### src/rtl/gpio_share_pkg.sv
package gpio_share_pkg;
  localparam int unsigned ADDR_W = 2;
  localparam logic [ADDR_W-1:0] OFS_OWNER = 2'd0;
  localparam logic [ADDR_W-1:0] OFS_DIR   = 2'd1;
  localparam logic [ADDR_W-1:0] OFS_DATA  = 2'd2;
  localparam logic [ADDR_W-1:0] OFS_PULL  = 2'd3;
endpackage

### src/rtl/gpio_sync.sv
module gpio_sync #(
  parameter int unsigned WIDTH  = 8,
  parameter int unsigned STAGES = 2
) (
  input  logic             clk_i,
  input  logic             rst_ni,
  input  logic [WIDTH-1:0] d_i,
  output logic [WIDTH-1:0] q_o
);
  logic [WIDTH-1:0] stage_q [STAGES];

  for (genvar s = 0; s < STAGES; s++) begin : g_stage
    always_ff @(posedge clk_i or negedge rst_ni) begin
      if (!rst_ni) stage_q[s] <= '0;
      else if (s == 0) stage_q[s] <= d_i;
      else stage_q[s] <= stage_q[(s == 0) ? 0 : s-1];
    end
  end

  assign q_o = stage_q[STAGES-1];
endmodule

### src/rtl/gpio_regs.sv
module gpio_regs
  import gpio_share_pkg::*;
#(
  parameter int unsigned WIDTH = 8
) (
  input  logic              clk_i,
  input  logic              rst_ni,
  input  logic [ADDR_W-1:0] addr_i,
  input  logic              we_i,
  input  logic [WIDTH-1:0]  wdata_i,
  output logic [WIDTH-1:0]  owner_o,
  output logic [WIDTH-1:0]  dir_o,
  output logic [WIDTH-1:0]  data_o,
  output logic [WIDTH-1:0]  pull_o
);
  always_ff @(posedge clk_i or negedge rst_ni) begin
    if (!rst_ni) begin
      owner_o <= '0;
      dir_o   <= '0;
      data_o  <= '0;
      pull_o  <= '0;
    end else if (we_i) begin
      unique case (addr_i)
        OFS_OWNER: owner_o <= wdata_i;
        OFS_DIR:   dir_o   <= wdata_i;
        OFS_DATA:  data_o  <= wdata_i;
        OFS_PULL:  pull_o  <= wdata_i;
        default: ;
      endcase
    end
  end
endmodule

### src/rtl/gpio_pin_mux.sv
module gpio_pin_mux #(
  parameter int unsigned WIDTH = 8
) (
  input  logic [WIDTH-1:0] owner_i,
  input  logic [WIDTH-1:0] dir_i,
  input  logic [WIDTH-1:0] data_i,
  input  logic [WIDTH-1:0] pin_sync_i,
  input  logic [WIDTH-1:0] periph_out_i,
  input  logic [WIDTH-1:0] periph_oe_i,
  output logic [WIDTH-1:0] periph_in_o,
  output logic [WIDTH-1:0] pad_out_o,
  output logic [WIDTH-1:0] pad_oe_o,
  output logic [WIDTH-1:0] data_rd_o
);
  for (genvar b = 0; b < WIDTH; b++) begin : g_pin
    always_comb begin
      if (owner_i[b]) begin
        pad_out_o[b]   = data_i[b];
        pad_oe_o[b]    = dir_i[b];
        periph_in_o[b] = 1'b0;
        data_rd_o[b]   = pin_sync_i[b];
      end else begin
        pad_out_o[b]   = periph_out_i[b];
        pad_oe_o[b]    = periph_oe_i[b];
        periph_in_o[b] = pin_sync_i[b];
        // peripheral-owned outputs read the latch, inputs read the pad
        data_rd_o[b]   = dir_i[b] ? data_i[b] : pin_sync_i[b];
      end
    end
  end
endmodule

### src/rtl/gpio_share_port.sv
module gpio_share_port
  import gpio_share_pkg::*;
#(
  parameter int unsigned WIDTH       = 8,
  parameter int unsigned SYNC_STAGES = 2
) (
  input  logic              clk_i,
  input  logic              rst_ni,
  input  logic [ADDR_W-1:0] addr_i,
  input  logic              we_i,
  input  logic [WIDTH-1:0]  wdata_i,
  output logic [WIDTH-1:0]  rdata_o,
  input  logic [WIDTH-1:0]  periph_out_i,
  input  logic [WIDTH-1:0]  periph_oe_i,
  output logic [WIDTH-1:0]  periph_in_o,
  input  logic [WIDTH-1:0]  pad_in_i,
  output logic [WIDTH-1:0]  pad_out_o,
  output logic [WIDTH-1:0]  pad_oe_o,
  output logic [WIDTH-1:0]  pad_pu_o
);
  logic [WIDTH-1:0] owner_q, dir_q, data_q, pull_q, pin_sync, data_rd;

  gpio_regs #(.WIDTH(WIDTH)) u_regs (
    .clk_i, .rst_ni, .addr_i, .we_i, .wdata_i,
    .owner_o(owner_q), .dir_o(dir_q), .data_o(data_q), .pull_o(pull_q)
  );

  gpio_sync #(.WIDTH(WIDTH), .STAGES(SYNC_STAGES)) u_sync (
    .clk_i, .rst_ni, .d_i(pad_in_i), .q_o(pin_sync)
  );

  gpio_pin_mux #(.WIDTH(WIDTH)) u_mux (
    .owner_i(owner_q), .dir_i(dir_q), .data_i(data_q), .pin_sync_i(pin_sync),
    .periph_out_i, .periph_oe_i, .periph_in_o, .pad_out_o, .pad_oe_o,
    .data_rd_o(data_rd)
  );

  assign pad_pu_o = pull_q;

  always_comb begin
    unique case (addr_i)
      OFS_OWNER: rdata_o = owner_q;
      OFS_DIR:   rdata_o = dir_q;
      OFS_DATA:  rdata_o = data_rd;
      OFS_PULL:  rdata_o = pull_q;
      default:   rdata_o = '0;
    endcase
  end
endmodule

### config.mk
export PLATFORM = sky130hd
export DESIGN_NAME = gpio_share_port
export DESIGN_NICKNAME = d
export VERILOG_FILES = /design/src/rtl/gpio_share_pkg.sv /design/src/rtl/gpio_sync.sv /design/src/rtl/gpio_regs.sv /design/src/rtl/gpio_pin_mux.sv /design/src/rtl/gpio_share_port.sv
export SDC_FILE = /design/constraint.sdc
export NUM_CORES = 1
export LEC_CHECK = 0
export BUFFER_PORTS_ARGS = -buffer_cell sky130_fd_sc_hd__buf_2
export CAP_MARGIN = 10
export CORE_UTILIZATION = 30
export CTS_CLUSTER_SIZE = 40
export DETAILED_ROUTE_END_ITERATION = 8
export PLACE_DENSITY = 0.56
export SLEW_MARGIN = 20
export SYNTH_ARGS = -nofsm -noshare
export SYNTH_HDL_FRONTEND = slang
export SYNTH_SLANG_ARGS = --single-unit
### constraint.sdc
create_clock -name clk_i -period 2.6 [get_ports clk_i]
set_clock_uncertainty 0.2 [all_clocks]
set_input_delay 0.78 -clock clk_i [delete_from_list [all_inputs] [get_ports clk_i]]
set_output_delay 0.78 -clock clk_i [all_outputs]
set_load 0.01 [all_outputs]
==> out/results.txt <==
Status -> finished, violations left
Failing checks -> negative setup slack
Clk_lat worst skew -> 0.30 ns
Cells after synthesis -> 134
GRT Residual Overflow -> 0
Post-DP Area -> 2824 sq um
DR pass1 iterations -> 4
Worst hold path type -> reg2reg
Routed wire length per instance -> 14.35 um
Fmax -> 366.0 MHz
Hold EP -> u_sync.q_o[2]$_DFF_PN0_
CTS sink cnt -> 48
Die area -> 7755 sq um
Pins over their slew limit -> 0
Detailed Route Iter0 Violations -> 57
Total GRT Usage -> 0.1328
Comb power frac -> 0.340
Share of the synthesized area in the top cell type -> 0.5405
Sw Ratio -> 0.2780
Hold Crit Depth -> 0
Place WS -> -0.2690 ns
Core ar. -> 7214 sq um
Synth Area in Adders -> 0
Setup WS post-layout -> -0.1322 ns
CTS buffer count -> 5
Ports -> 77
Die W -> 88.07 um
Port Buffers -> 76
TritonCTS clock tree -> built
Post-synthesis register bit count -> 48
Share of cells above drive strength 1 -> 0.7583
Layout area overhead -> 37.61%
Setup crit end kind -> output port
Main area contributors after synthesis -> dfrtp_1 (54%), mux2_2 (24%), mux4_2 (8.1%)
Setup TNS Final -> -0.8458 ns
Period utilization -> 1.051
Hold_ws -> 0.1510 ns
Internal power -> 1.508 mW
Mux cell area share after synthesis -> 0.3784
Post-layout minimum cycle time -> 2.732 ns
Fin. Hold Viols -> 0
Synthesized area per cell -> 16.58 sq um
Vias in the first global route -> 1457
Hold-fix buffers at CTS -> 0
Synth Area in Compound Gates -> 0
R2r setup slk -> 1.38 ns
Antenna diodes -> 0
Endpoints failing setup -> 8
First-pass GRT wire length -> 7486 um
DRC viols -> 0
Drt total wl -> 4863 um
Final Total Pwr -> 2.088 mW
Row cnt -> 31
CP arrival -> 1.75 ns
Placed insts -> 322
Vias -> 1503
Final core utilization -> 0.4239
Clk pin slew, worst setup/hold paths -> 0.08 ns
Non-Filler Instances -> 339
XOR/XNOR share of the synthesized area -> 0
HPWL Detailed -> 3385 um
Final instance area -> 3058 sq um
Clock power share -> 0.219
Die height -> 88.07 um
Clk root buf -> clkbuf_8
Bufs on Longest Clock Path -> 2
Worst VDD drop -> 0.3429 mV
Synth Cell Area -> 2222 sq um
P per Cell Area -> 683.0 nW/um^2
CP Launch Type -> flip-flop
Least-Margin Pin Slew -> 0.6119 ns
Vias per cell -> 4.434
Unrepaired setup endpoints after global routing -> yes
Reg power frac -> 0.442
Psw -> 0.5805 mW
Critical path class -> reg2out
Post-synthesis net count -> 171
Unique masters post-synth -> 12
Rel. slew slack -> 0.5920
Worst r2r path cells -> 3
Worst reg2reg startpoint -> u_regs.owner_o[5]$_DFFE_PN0P_
Pin count of the biggest net entering global routing -> 49
Main combinational cell family by area after synthesis -> multiplexers
Max FO, Critical Path -> 2
Reg-to-Reg End -> u_regs.owner_o[5]$_DFFE_PN0P_
Cell taking the most area after synthesis -> dfrtp_1
Seq/Total Area, Yosys -> 0.5405
Initial antenna violation count -> 0
Max-cap violation count -> 0
Layout Nets -> 276
Post-Synth Simple-Gate Area -> 0.07432
Leakage Power -> 1.452 nW
Hold path startpoint -> u_sync.stage_q[10]$_DFF_PN0_
Required time of the critical path -> 1.62 ns
Post-DRT Antenna Nets -> 0
Synth warn -> 0
H-tree depth -> 2
RePlAce Congestion -> 0.7097
Initial core utilization -> 0.3080
cell usage after synthesis:
| cell | number |
|---|---|
| mux2_4 | 8 |
| mux2_2 | 48 |
| nand3b_2 | 2 |
| nor3b_4 | 1 |
| buf_4 | 2 |
| mux4_2 | 8 |
| nand3_2 | 1 |
| and2b_2 | 1 |
| nor2b_1 | 7 |
| and2b_1 | 7 |
| dfrtp_1 | 48 |
| nor2b_2 | 1 |
registers in the layout (all words and copies together), names as in the netlist:
register,count
u_regs.pull_o,8
u_sync.q_o,8
u_regs.dir_o,8
u_regs.owner_o,8
u_sync.stage_q,8
u_regs.data_o,8
per-layer routing:
layer	global-route usage	routed length [um]
met2	0.2149	2315
met4	0.03959	55
met5	0	0
met1	0.1721	2173
met3	0.04053	317
cell families after synthesis:
| family | after synthesis |
|---|---|
| and+or+nand+nor | 20 |
| buffers and inverters | 2 |
| DFF | 48 |
| muxes | 64 |
worst max-delay path by stage:
| stage | start | end | slack [ns] | depth (start not counted) |
|---|---|---|---|---|
| 3_5_place_dp | addr_i[1] | rdata_o[2] | -0.27 | 3 |
| 6_report | u_regs.owner_o[7]$_DFFE_PN0P_ | rdata_o[7] | -0.13 | 4 |
| 3_3_place_gp | addr_i[1] | rdata_o[2] | -0.28 | 3 |
| 5_1_grt | u_regs.owner_o[2]$_DFFE_PN0P_ | rdata_o[2] | -0.19 | 4 |
| 4_1_cts | u_regs.dir_o[1]$_DFFE_PN0P_ | rdata_o[1] | -0.15 | 4 |
| 2_1_floorplan | addr_i[1] | rdata_o[0] | 0.11 | 2 |
critical path, cell delays in order (launching register included):
cell and delay (ns):
dfrtp_1 0.38, nor2b_1 0.15, mux2_4 0.32, mux4_2 0.47, buf_6 0.14
power groups by stage:
stage | registers [mW] | logic [mW] | clock network (mW)
5_1_grt | 0.937 | 0.765 | 0.518
3_5_place_dp | 0.944 | 0.620 | 0
6_report | 0.922 | 0.710 | 0.457
4_1_cts | 0.921 | 0.681 | 0.478
3_3_place_gp | 0.943 | 0.613 | 0
2_1_floorplan | 0.949 | 0.352 | 0
layout make-up:
| cell class | count | area [sq um] |
|---|---|---|
| clock buffer | 7 | 86.33 |
| clock inverter | 1 | 7.507 |
| fill | 713 | 4156 |
| multi-input combinational | 84 | 1028 |
| sequential | 48 | 1201 |
| tap | 99 | 123.9 |
| timing repair buffer | 100 | 610.6 |
what timing repair did:
item | 4_1_cts | 5_1_grt
setup endpoints to repair | 8 | 8
buffers inserted | 6 | 3
gates resized for setup | 9 | 7
layout by cell type, fill, tap and decap left out, drive strengths merged:
cell	count
buf	100
mux2	56
dfrtp	48
mux4	8
and2b	8
nor2b	8
clkbuf	7
nand3b	2
nand3	1
nor3b	1
clkinvlp	1
(Power assumes the default switching activity.)
